[config.mk]
export PLATFORM = sky130hd
export DESIGN_NAME = vbranch_eval
export DESIGN_NICKNAME = d
export VERILOG_FILES = /design/src/rtl/vbe_pkg.sv /design/src/rtl/vbe_elem.sv /design/src/rtl/vbe_result.sv /design/src/rtl/vbranch_eval.sv
export SDC_FILE = /design/constraint.sdc
export NUM_CORES = 1
export LEC_CHECK = 0
export BUFFER_PORTS_ARGS = -buffer_cell sky130_fd_sc_hd__buf_4
export CORE_ASPECT_RATIO = 1.5
export CORE_MARGIN = 2
export CORE_UTILIZATION = 41
export CTS_BUF_LIST = sky130_fd_sc_hd__clkbuf_8
export DETAILED_ROUTE_END_ITERATION = 10
export RECOVER_POWER = 100
export REMOVE_ABC_BUFFERS = 1
export SYNTH_ARGS = -nofsm -noshare
export SYNTH_HDL_FRONTEND = slang
export SYNTH_SLANG_ARGS = --single-unit
[constraint.sdc]
create_clock -name clk -period 3.35 [get_ports clk]
set_input_delay 0.335 -clock clk [delete_from_list [all_inputs] [get_ports clk]]
set_output_delay 0.335 -clock clk [all_outputs]
set_load 0.05 [all_outputs]
[src/rtl/vbe_pkg.sv]
package vbe_pkg;

    typedef enum logic [1:0] {
        ST_IDLE = 2'b00,
        ST_EVAL = 2'b01,
        ST_DONE = 2'b10
    } vbe_state_e;

    // bit 1: counter mode, bit 0: length-set mode
    typedef enum logic [1:0] {
        MD_NORMAL       = 2'b00,
        MD_LENSET       = 2'b01,
        MD_COUNT        = 2'b10,
        MD_COUNT_LENSET = 2'b11
    } vbe_mode_e;

    typedef struct packed {
        logic all_mode;
        logic lr_cond;
        logic link;
        logic vsb;
        logic sz;
        logic snz;
        logic sense;
        logic scalar;
    } vbe_flags_t;

endpackage

[src/rtl/vbe_elem.sv]
module vbe_elem #(
    parameter int FIELD_W = 4,
    localparam int SEL_W  = (FIELD_W > 1) ? $clog2(FIELD_W) : 1
) (
    input  logic [FIELD_W-1:0] field,
    input  logic [SEL_W-1:0]   sel,
    input  logic               sense,
    input  logic               pred_bit,
    input  logic               sz,
    input  logic               snz,
    output logic               ok,
    output logic               skip
);

    logic [FIELD_W-1:0] pick;
    logic               tested;

    for (genvar g = 0; g < FIELD_W; g++) begin : g_pick
        assign pick[g] = field[g] & (sel == SEL_W'(g));
    end

    assign tested = |pick;

    always_comb begin
        if (pred_bit) begin
            ok   = (tested == sense);
            skip = 1'b0;
        end else if (sz) begin
            ok   = snz;
            skip = 1'b0;
        end else begin
            ok   = 1'b0;
            skip = 1'b1;
        end
    end


    always_comb begin
        if (!pred_bit && !sz) begin
            masked_skip_chk: assert (skip);
        end
    end

endmodule

[src/rtl/vbe_result.sv]
module vbe_result
    import vbe_pkg::*;
#(
    parameter int VLW  = 7,
    parameter int CTRW = 16
) (
    input  vbe_mode_e          mode,
    input  logic               vsb,
    input  logic               link,
    input  logic               lr_cond,
    input  logic [VLW-1:0]     vl,
    input  logic [CTRW-1:0]    ctr,
    input  logic               taken,
    input  logic [VLW-1:0]     stop_idx,
    output logic               lr_we,
    output logic [CTRW-1:0]    ctr_new,
    output logic [VLW-1:0]     vl_new
);

    logic            count_md;
    logic            lenset_md;
    logic [CTRW-1:0] sub;

    assign count_md  = (mode == MD_COUNT)  || (mode == MD_COUNT_LENSET);
    assign lenset_md = (mode == MD_LENSET) || (mode == MD_COUNT_LENSET);

    always_comb begin
        sub     = count_md ? CTRW'(vl) : CTRW'(1);
        ctr_new = (ctr > sub) ? (ctr - sub) : '0;
    end

    always_comb begin
        if (lenset_md) begin
            vl_new = (taken == vsb) ? (stop_idx + VLW'(1)) : stop_idx;
        end else begin
            vl_new = vl;
        end
    end

    assign lr_we = link & (taken | ~lr_cond);


    always_comb begin
        if (stop_idx < vl) begin
            vl_new_bound_chk: assert (vl_new <= vl);
        end
    end

endmodule

[src/rtl/vbranch_eval.sv]
module vbranch_eval
    import vbe_pkg::*;
#(
    parameter int VLMAX   = 64,
    parameter int NFIELD  = 128,
    parameter int FIELD_W = 4,
    parameter int CTRW    = 16,
    localparam int VLW    = $clog2(VLMAX + 1),
    localparam int IW     = (VLMAX > 1) ? $clog2(VLMAX) : 1,
    localparam int FW     = $clog2(NFIELD),
    localparam int SEL_W  = (FIELD_W > 1) ? $clog2(FIELD_W) : 1
) (
    input  logic               clk,
    input  logic               rst_n,
    input  logic               start,
    input  logic [1:0]         mode,
    input  logic               all_mode,
    input  logic               lr_cond,
    input  logic               link,
    input  logic               vsb,
    input  logic               sz,
    input  logic               snz,
    input  logic               sense,
    input  logic               scalar,
    input  logic [FW-1:0]      field_base,
    input  logic [SEL_W-1:0]   bit_sel,
    input  logic [VLMAX-1:0]   pred_mask,
    input  logic [VLW-1:0]     vl_in,
    input  logic [CTRW-1:0]    ctr_in,
    output logic [FW-1:0]      cr_rd_idx,
    input  logic [FIELD_W-1:0] cr_rd_data,
    output logic               done,
    output logic               taken,
    output logic               lr_we,
    output logic [CTRW-1:0]    ctr_out,
    output logic [VLW-1:0]     vl_out
);

    vbe_state_e state_q, state_d;

    vbe_mode_e          mode_q;
    vbe_flags_t         flg_q;
    logic [FW-1:0]      base_q;
    logic [SEL_W-1:0]   bsel_q;
    logic [VLMAX-1:0]   pred_q;
    logic [VLW-1:0]     vl_q;
    logic [CTRW-1:0]    ctr_q;
    logic [IW-1:0]      idx_q;

    logic               taken_q;
    logic               lr_q;
    logic [CTRW-1:0]    ctrout_q;
    logic [VLW-1:0]     vlout_q;

    logic               el_ok;
    logic               el_skip;
    logic               el_hit;
    logic               el_last;
    logic               stop;
    logic               taken_n;
    logic               lr_n;
    logic [CTRW-1:0]    ctr_n;
    logic [VLW-1:0]     vl_n;
    logic [VLW-1:0]     stop_idx;
    logic               launch_zero;

    // ---------------- element evaluation ----------------
    assign cr_rd_idx = base_q + FW'(idx_q);

    vbe_elem #(
        .FIELD_W (FIELD_W)
    ) u_elem (
        .field    (cr_rd_data),
        .sel      (bsel_q),
        .sense    (flg_q.sense),
        .pred_bit (pred_q[idx_q]),
        .sz       (flg_q.sz),
        .snz      (flg_q.snz),
        .ok       (el_ok),
        .skip     (el_skip)
    );

    // a decisive element: success under "any", failure under "all"
    assign el_hit   = !el_skip && (flg_q.all_mode ? !el_ok : el_ok);
    assign el_last  = flg_q.scalar || (VLW'(idx_q) == (vl_q - VLW'(1)));
    assign stop     = (state_q == ST_EVAL) && (el_hit || el_last);
    assign taken_n  = flg_q.all_mode ^ el_hit;
    assign stop_idx = VLW'(idx_q);

    vbe_result #(
        .VLW  (VLW),
        .CTRW (CTRW)
    ) u_result (
        .mode     (mode_q),
        .vsb      (flg_q.vsb),
        .link     (flg_q.link),
        .lr_cond  (flg_q.lr_cond),
        .vl       (vl_q),
        .ctr      (ctr_q),
        .taken    (taken_n),
        .stop_idx (stop_idx),
        .lr_we    (lr_n),
        .ctr_new  (ctr_n),
        .vl_new   (vl_n)
    );

    assign launch_zero = (vl_in == '0);

    // ---------------- state register ----------------
    always_ff @(posedge clk or negedge rst_n) begin
        if (!rst_n) begin
            state_q <= ST_IDLE;
        end else begin
            state_q <= state_d;
        end
    end

    always_comb begin
        state_d = state_q;
        unique case (state_q)
            ST_IDLE: begin
                if (start) begin
                    state_d = launch_zero ? ST_DONE : ST_EVAL;
                end
            end
            ST_EVAL: begin
                if (stop) begin
                    state_d = ST_DONE;
                end
            end
            ST_DONE: begin
                state_d = ST_IDLE;
            end
            default: begin
                state_d = ST_IDLE;
            end
        endcase
    end

    // ---------------- operand latch, step counter and results ----------------
    always_ff @(posedge clk or negedge rst_n) begin
        if (!rst_n) begin
            mode_q   <= MD_NORMAL;
            flg_q    <= '0;
            base_q   <= '0;
            bsel_q   <= '0;
            pred_q   <= '0;
            vl_q     <= '0;
            ctr_q    <= '0;
            idx_q    <= '0;
            taken_q  <= 1'b0;
            lr_q     <= 1'b0;
            ctrout_q <= '0;
            vlout_q  <= '0;
        end else begin
            unique case (state_q)
                ST_IDLE: begin
                    if (start) begin
                        mode_q         <= vbe_mode_e'(mode);
                        flg_q.all_mode <= all_mode;
                        flg_q.lr_cond  <= lr_cond;
                        flg_q.link     <= link;
                        flg_q.vsb      <= vsb;
                        flg_q.sz       <= sz;
                        flg_q.snz      <= snz;
                        flg_q.sense    <= sense;
                        flg_q.scalar   <= scalar;
                        base_q         <= field_base;
                        bsel_q         <= bit_sel;
                        pred_q         <= pred_mask;
                        vl_q           <= vl_in;
                        ctr_q          <= ctr_in;
                        idx_q          <= '0;
                        if (launch_zero) begin
                            taken_q  <= 1'b0;
                            lr_q     <= 1'b0;
                            ctrout_q <= ctr_in;
                            vlout_q  <= '0;
                        end
                    end
                end
                ST_EVAL: begin
                    if (stop) begin
                        taken_q  <= taken_n;
                        lr_q     <= lr_n;
                        ctrout_q <= ctr_n;
                        vlout_q  <= vl_n;
                    end else begin
                        idx_q <= idx_q + IW'(1);
                    end
                end
                ST_DONE: begin
                    idx_q <= '0;
                end
                default: begin
                    idx_q <= '0;
                end
            endcase
        end
    end

    assign done    = (state_q == ST_DONE);
    assign taken   = taken_q;
    assign lr_we   = lr_q;
    assign ctr_out = ctrout_q;
    assign vl_out  = vlout_q;

    // ---------------- assertions ----------------

    done_pulse_chk: assert property (@(posedge clk) disable iff (!rst_n)
        done |=> !done);


    result_hold_chk: assert property (@(posedge clk) disable iff (!rst_n)
        !done |-> $stable({taken_q, lr_q, ctrout_q, vlout_q}));


    ctr_sat_chk: assert property (@(posedge clk) disable iff (!rst_n)
        done |-> (ctr_out <= ctr_q));


    vl_trunc_chk: assert property (@(posedge clk) disable iff (!rst_n)
        done |-> (vl_out <= vl_q));


    zero_len_chk: assert property (@(posedge clk) disable iff (!rst_n)
        (done && (vl_q == '0)) |-> (!taken && !lr_we && ctr_out == ctr_q && vl_out == '0));


    scalar_step_chk: assert property (@(posedge clk) disable iff (!rst_n)
        (state_q == ST_EVAL && flg_q.scalar) |-> (idx_q == '0));


    idx_range_chk: assert property (@(posedge clk) disable iff (!rst_n)
        (state_q == ST_EVAL) |-> (VLW'(idx_q) < vl_q));


    lr_link_chk: assert property (@(posedge clk) disable iff (!rst_n)
        (done && lr_we) |-> flg_q.link);

endmodule

**Word-level counts from Yosys, hierarchy flattened**

Index checks and enable logic that the tools add are counted.

- Add/sub/neg operators: 5
- Multiply operators: 0
- Divide/modulo/power cells: 0
- Order comparisons: 2
- Equality and inequality tests: 15
- Shift-type cells: 0
- Multiplexer cells: 32
- Bitwise operators: 8
- Reduce and logical (&&, ||, !) cells: 17

Operator list:

| cell | number |
|---|---|
| $mux W16 | 4 |
| $mux W7 | 6 |
| $pmux W16 S2 | 1 |
| $gt A16 B16 Y1 | 1 |
| $sub A16 B16 Y16 | 1 |
| $pmux W7 S2 | 1 |
| $mux W6 | 2 |
| $pmux W6 S2 | 1 |
| $eq A2 B2 Y1 const B | 5 |
| $mux W1 | 10 |
| $ne A2 B2 Y1 const B | 4 |
| $add A6 B1 Y7 const B | 1 |
| $add A7 B6 Y7 | 1 |
| $eq A6 B7 Y1 | 1 |
| $logic_not A7 Y1 | 1 |
| $lt A6 B7 Y1 const B | 1 |
| $sub A7 B1 Y7 const B | 1 |
| $add A6 B1 Y6 const B | 1 |
| $bmux W1 S6 | 1 |
| $eq A2 B1 Y1 const B | 3 |
| $mux W2 | 3 |
| $reduce_and A2 Y1 | 3 |
| $and A1 B1 Y1 | 5 |
| $logic_not A2 Y1 | 2 |
| 12 further kinds | 19 |

- Register bits: 139
- Bits in latches: 0
- Bits in writable memories: 0
- Memory bits (read-only): 0
- Bits of input ports: 113
- Output and inout port bits: 33
- Logic and storage cells: 99
- Memories kept: 0

**Logic depth before layout (Yosys ltp)**

- Depth in word-level cells: 14
- Depth in mapped cells: 13
- Mapped depth without buffers: 13

**By module**

From an unflattened synthesis, not the netlist that was laid out.

- Cells, all modules: 564
- Area, all modules: 7328.3 um2

By module, submodules not included:

| module | times used | cells each | area an instance (um2) | seq. area each (um2) |
|---|---|---|---|---|
| vbranch_eval | 1 | 430 | 6407.4 | 3478.3 |
| vbe_result | 1 | 124 | 854.6 | 0.0 |
| vbe_elem | 1 | 10 | 66.3 | 0.0 |

**Worst setup path before layout**

No wires, ideal clock.

- Path kind: reg-to-reg
- From: reg mode_q[1]
- To: reg ctrout_q[10] (netlist: ctr_out[10])
- Setup time: 128 ps
- Data arrival time: 2981 ps
- Required time: 3222 ps
- Path slack: 241 ps
- Cell stages (with the launch flop): 14
- Buffers on the path: 1
- Period minus slack after synthesis: 3109 ps
- Cells stage by stage: dfrtp_1 -> clkbuf_1 -> nand2_1 -> ha_1 -> inv_1 -> fa_1 -> nand3_1 -> a21boi_0 -> o21a_1 -> o21ai_0 -> a21oi_1 -> o31ai_1 -> o21ai_0 -> mux2_1

- Cells in the longest elaborated chain, start to end: 7
- Elaborated cells between the ends (all ways): 9
- Classes of those cells: add/sub (1); order compare (1); eq/ne (2); mux (4); reduce/logical (1)

RTL lines:

| item | line | RTL |
|---|---|---|
| start: declaration | vbranch_eval.sv:41 | `vbe_mode_e mode_q;` |
| start signal: assignment | vbranch_eval.sv:159 | `mode_q <= vbe_mode_e'(mode);` |
| $eq A2 B2 Y1 | vbe_result.sv:24 | `assign count_md = (mode == MD_COUNT) \|\| (mode == MD_COUNT_LENSET);` |
| $logic_or A1 B1 Y1 (*) | vbe_result.sv:24 |  |
| $mux W7 (*) | vbe_result.sv:28 | `sub = count_md ? CTRW'(vl) : CTRW'(1);` |
| $sub A16 B16 Y16 or $gt A16 B16 Y1 (tied branches) | vbe_result.sv:29 | `ctr_new = (ctr > sub) ? (ctr - sub) : '0;` |
| $mux W16 (*) | vbe_result.sv:29 |  |
| $mux W16 (*) | vbranch_eval.sv:183 | `if (stop) begin` |
| $pmux W16 S2 (*) | vbranch_eval.sv:156 | `unique case (state_q)` |
| end signal: assignment | vbranch_eval.sv:177 | `ctrout_q <= ctr_in;` |
| end signal: assignment | vbranch_eval.sv:186 | `ctrout_q <= ctr_n;` |
| end: declaration | vbranch_eval.sv:52 | `logic [CTRW-1:0] ctrout_q;` |

Every way passes the cells marked *; elsewhere a longest branch is shown, timed or not. The select of a mux whose other input is x is not followed.
A chain may end at the register's enable or synchronous reset.

**Worst setup path in the final report**

- From: reg idx_q[0]
- To: reg vlout_q[0] (netlist: vl_out[0])

- Cells in the longest elaborated chain, start to end: 12
- Elaborated cells between the ends (all ways): 21
- Classes of those cells: add/sub (1); eq/ne (3); mux (9); bitwise (1); reduce/logical (7)

RTL lines:

| item | line | RTL |
|---|---|---|
| start: declaration | vbranch_eval.sv:48 | `logic [IW-1:0] idx_q;` |
| start signal: assignment | vbranch_eval.sv:189 | `idx_q <= idx_q + IW'(1);` |
| $bmux W1 S6 | vbranch_eval.sv:76 | `.pred_bit (pred_q[idx_q]),` |
| $mux W1 (implied by the code) | vbranch_eval.sv:76 |  |
| $mux W1 | vbe_elem.sv:25 | `if (pred_bit) begin` |
| $logic_not A1 Y1 | vbranch_eval.sv:84 | `assign el_hit = !el_skip && (flg_q.all_mode ? !el_ok : el_ok);` |
| $mux W1 | vbranch_eval.sv:84 |  |
| $logic_and A1 B1 Y1 | vbranch_eval.sv:84 |  |
| $xor A1 B1 Y1 | vbranch_eval.sv:87 | `assign taken_n = flg_q.all_mode ^ el_hit;` |
| $eq A1 B1 Y1 | vbe_result.sv:34 | `vl_new = (taken == vsb) ? (stop_idx + VLW'(1)) : stop_idx;` |
| $mux W7 | vbe_result.sv:34 |  |
| $mux W7 | vbe_result.sv:33 | `if (lenset_md) begin` |
| $mux W7 | vbranch_eval.sv:183 |  |
| $pmux W7 S2 | vbranch_eval.sv:156 |  |
| end signal: assignment | vbranch_eval.sv:187 | `vlout_q <= vl_n;` |
| end: declaration | vbranch_eval.sv:53 | `logic [VLW-1:0] vlout_q;` |

Parallel ways exist; a longest one is shown, timed or not. The select of a mux whose other input is x is not followed.

==> impl_metrics.ini <==
[global_routing]
grtUsageMet2_pct = 38.33
grt_max_degree = 113
grt-ovfl-total = 0
met3_usage_pct = 3.775
top_usage_layer = met2
grt_pass1_wl_mm = 31.50
grt_pass1_vias = 6193
track_usage_pct = 20.85
use_met1_pct = 23.48
antenna_found_initial = 0

[setup_path]
cp.required_ns = 3.69
crit_type = flip-flop to flip-flop
r2r.worst_path.cells = 10
path_max_fanout = 17
r2r_end = vl_out[0]
critPathLaunchType = flip-flop
critPathArrivalTime_ns = 3.45
cp-end-kind = flip-flop
rr_startpoint = idx_q[0]
r2r_slack_ns = 0.24

[floorplan]
pin_count = 146
row_count = 60
die_w_um = 114.7
initial_utilization_pct = 41.98
core_um2 = 17940
die_h_um = 170
die-area_um2 = 19490

[place]
hpwl_mm = 14.48
io_buffers = 145
gp_congestion = 0.8778

[route]
routedWlPerCell_um = 19.01
ant_nets = 0
drtPass1Iterations = 4
drc_errors = 0
wirelength_mm = 19.22
vias_per_cell = 5.514
dr.first_iter.drc_count = 308
vias = 5575

[clock_network]
cts_htree_levels = 4
cts_resized = 0
cts_root_buffer = clkbuf_8
cts_buffers = 17
cts_max_path_buffers = 2
cts_hold_buf = 0
tritoncts = yes
clk-insertion-delay-late_ns = 0.45
cts_setup_buffers = 0
clk_pin_slew_ns = 0.08
cts.sinks = 139

[synth]
synthXorXnorAreaFrac_pct = 2.907
muxShareOfSynthArea_pct = 24.10
yosysUniqueCellTypes = 76
ys_seq_area_share_pct = 46.18
synth-adder-area-share_pct = 3.355
async_flop_share_pct = 100.0
avgSynthCellArea_um2 = 12.07
synth_top_family_by_area = multiplexers
synth-edff-count = 0
yosysWarnings = 0
syn-instance-count = 624
synthFlopType = dfrtp_1
ys_ff_latch = 139
yosys.area_share.simple_pct = 10.00
netlist_area_um2 = 7532
synth-compound-area-share_pct = 9.817

[power_and_ir_drop]
power.leakage_nw = 3.959
pwr_density_cell_nw_per_um2 = 1001
irDropWorstVdd_mv = 0.4097

[timing]
post-route-min-period_ns = 3.112
hold_viol = 0
period_share_pct = 92.90
max_clock_freq_mhz = 321.3
worst_pin_slew_ns = 2.593
skew_ns = 0.01486
setup-violations-final = 0
slew_violations = 218
rsz0062_at_grt = no
whs_ns = 0.1060
slew_headroom_pct = -72.87

[finish]
postLayoutCoreUtil_pct = 50.80
fillerInstances = 1672
syn_to_final_growth_pct = 21.00
multi_input_area_um2 = 3772
layout-drive-gt1-share_pct = 37.28
seq_area_um2 = 3478
nets = 913
antennaDiodeCount = 0

[min_path]
hold_path.class = input pin to flip-flop
whs_endpoint = flg_q[4]
hold-path-cell-count = 3
hold_path.startpoint = vsb

[run]
cap_violations = 2

[status]
violations = capacitance limit, slew limit
status = complete, but fails checks
-- cells in the mapped netlist, types with 3 or more instances --
cell | instances | area (um2)
mux2i_1 | 6 | 60.06
o31ai_1 | 5 | 37.54
a22o_1 | 3 | 26.28
mux2_4 | 5 | 75.07
nand2_1 | 46 | 172.7
a31oi_1 | 7 | 43.79
ha_1 | 17 | 212.7
mux4_2 | 8 | 180.2
o31a_1 | 3 | 26.28
inv_1 | 17 | 63.81
xor2_1 | 9 | 78.83
nor3_1 | 21 | 105.1
nand2b_1 | 5 | 31.28
nand3_1 | 19 | 95.09
a21oi_1 | 13 | 65.06
nor2_1 | 20 | 75.07
nor2b_1 | 5 | 31.28
a211o_1 | 3 | 26.28
xnor2_1 | 16 | 140.1
or3_1 | 3 | 18.77
mux4_1 | 9 | 236.5
buf_4 | 3 | 22.52
o211ai_1 | 6 | 45.04
clkbuf_1 | 17 | 63.81
o2bb2ai_1 | 4 | 35.03
a21o_1 | 5 | 37.54
o21ai_0 | 26 | 130.1
and3_1 | 5 | 31.28
dfrtp_1 | 139 | 3478
and3b_1 | 3 | 26.28
mux2_1 | 6 | 67.56
mux2_2 | 104 | 1171
nor4_1 | 4 | 25.02
buf_6 | 5 | 56.30
o21a_1 | 4 | 30.03
-- critical path, stage by stage (launching register included) --
cell and delay (ns):
dfrtp_1 0.40, buf_12 0.19, mux4_4 0.63, mux4_2 0.49, nor3_2 0.15, a31o_2 0.19, o211ai_4 0.10, a31oi_4 0.19
clkbuf_2 0.34, nor3b_1 0.10, a41o_1 0.22
-- metal layers --
metal  part of all wire (%)  routed length [um]
met4                    1.6                 312
met1                     39                7456
met2                     55               10640
met5                      0                   0
met3                    4.2                 814
-- state kept, by name, indices dropped and copies added (netlist names) --
| name | count |
|---|---|
| vl_q | 7 |
| taken | 1 |
| base_q | 7 |
| ctr_out | 16 |
| flg_q | 8 |
| ctr_q | 16 |
| mode_q | 2 |
| vl_out | 7 |
| lr_we | 1 |
| idx_q | 6 |
| bsel_q | 2 |
| pred_q | 64 |
| state_q | 2 |
-- cell usage in the layout (no fill, tap or decap), types with 17 or more instances in the layout --
master,netlist,layout
nand2_1,46,46
clkbuf_1,17,31
inv_1,17,19
nor2_1,20,19
buf_4,3,131
ha_1,17,17
o21ai_0,26,26
mux2_2,104,104
nand3_1,19,19
clkbuf_8,0,17
nor3_1,21,21
dfrtp_1,139,139
-- power by group --
part	switching (mW)	total [mW]	internal (mW)	leakage, nW
clock network	0.677	1.26	0.582	0.177
registers	0.638	3.14	2.50	1.65
logic	2.66	4.73	2.06	2.13
total	3.98	9.13	5.15	3.96
-- final cells by class --
| cell class | instances | area share (%) |
|---|---|---|
| Clock buffer | 17 | 2.567 |
| Clock inverter | 15 | 1.414 |
| Inverter | 19 | 0.8375 |
| Multi-Input combinational cell | 435 | 41.39 |
| Sequential cell | 139 | 38.17 |
| Tap cell | 217 | 2.979 |
| Timing Repair Buffer | 169 | 12.64 |
-- through the flow --
stage | setup TNS (ns) | total power [mW] | instance area, um2 | instances | setup slack, ns
final | 0 | 9.126 | 9114 | 1011 | 0.2378
after global routing | 0 | 9.794 | 9114 | 1011 | 0.09582
after CTS | 0 | 9.436 | 9274 | 1011 | 0.2627
after detailed placement | 0 | 8.156 | 8911 | 979 | 0.2769
after global placement | 0 | 8.003 | 8911 | 979 | 0.3059
after floorplan | -263.82 | 6.615 | 7335 | 593 | -2.445
-- worst max-delay path by stage --
| stage | from | endpoint |
|---|---|---|
| 2_1_floorplan | state_q[0] | base_q[0] |
| 3_3_place_gp | idx_q[0] | ctr_out[8] |
| 3_5_place_dp | idx_q[0] | ctr_out[8] |
| 4_1_cts | idx_q[0] | ctr_out[8] |
| 5_1_grt | idx_q[0] | vl_out[0] |
| 6_report | idx_q[0] | vl_out[0] |
-- cells by family (layout without fill, tap and decap cells) --
| logic type | Yosys count | after routing |
|---|---|---|
| buffers and inverters | 50 | 220 |
| XOR/XNOR | 25 | 25 |
| flip-flops | 139 | 139 |
| AND/OR/NAND/NOR | 148 | 148 |
| adder cells (fa/ha/maj) | 19 | 19 |
| AO/OA/AOI/OAI | 104 | 104 |
| multiplexers | 139 | 139 |
Power figures use the tool's default switching activity.
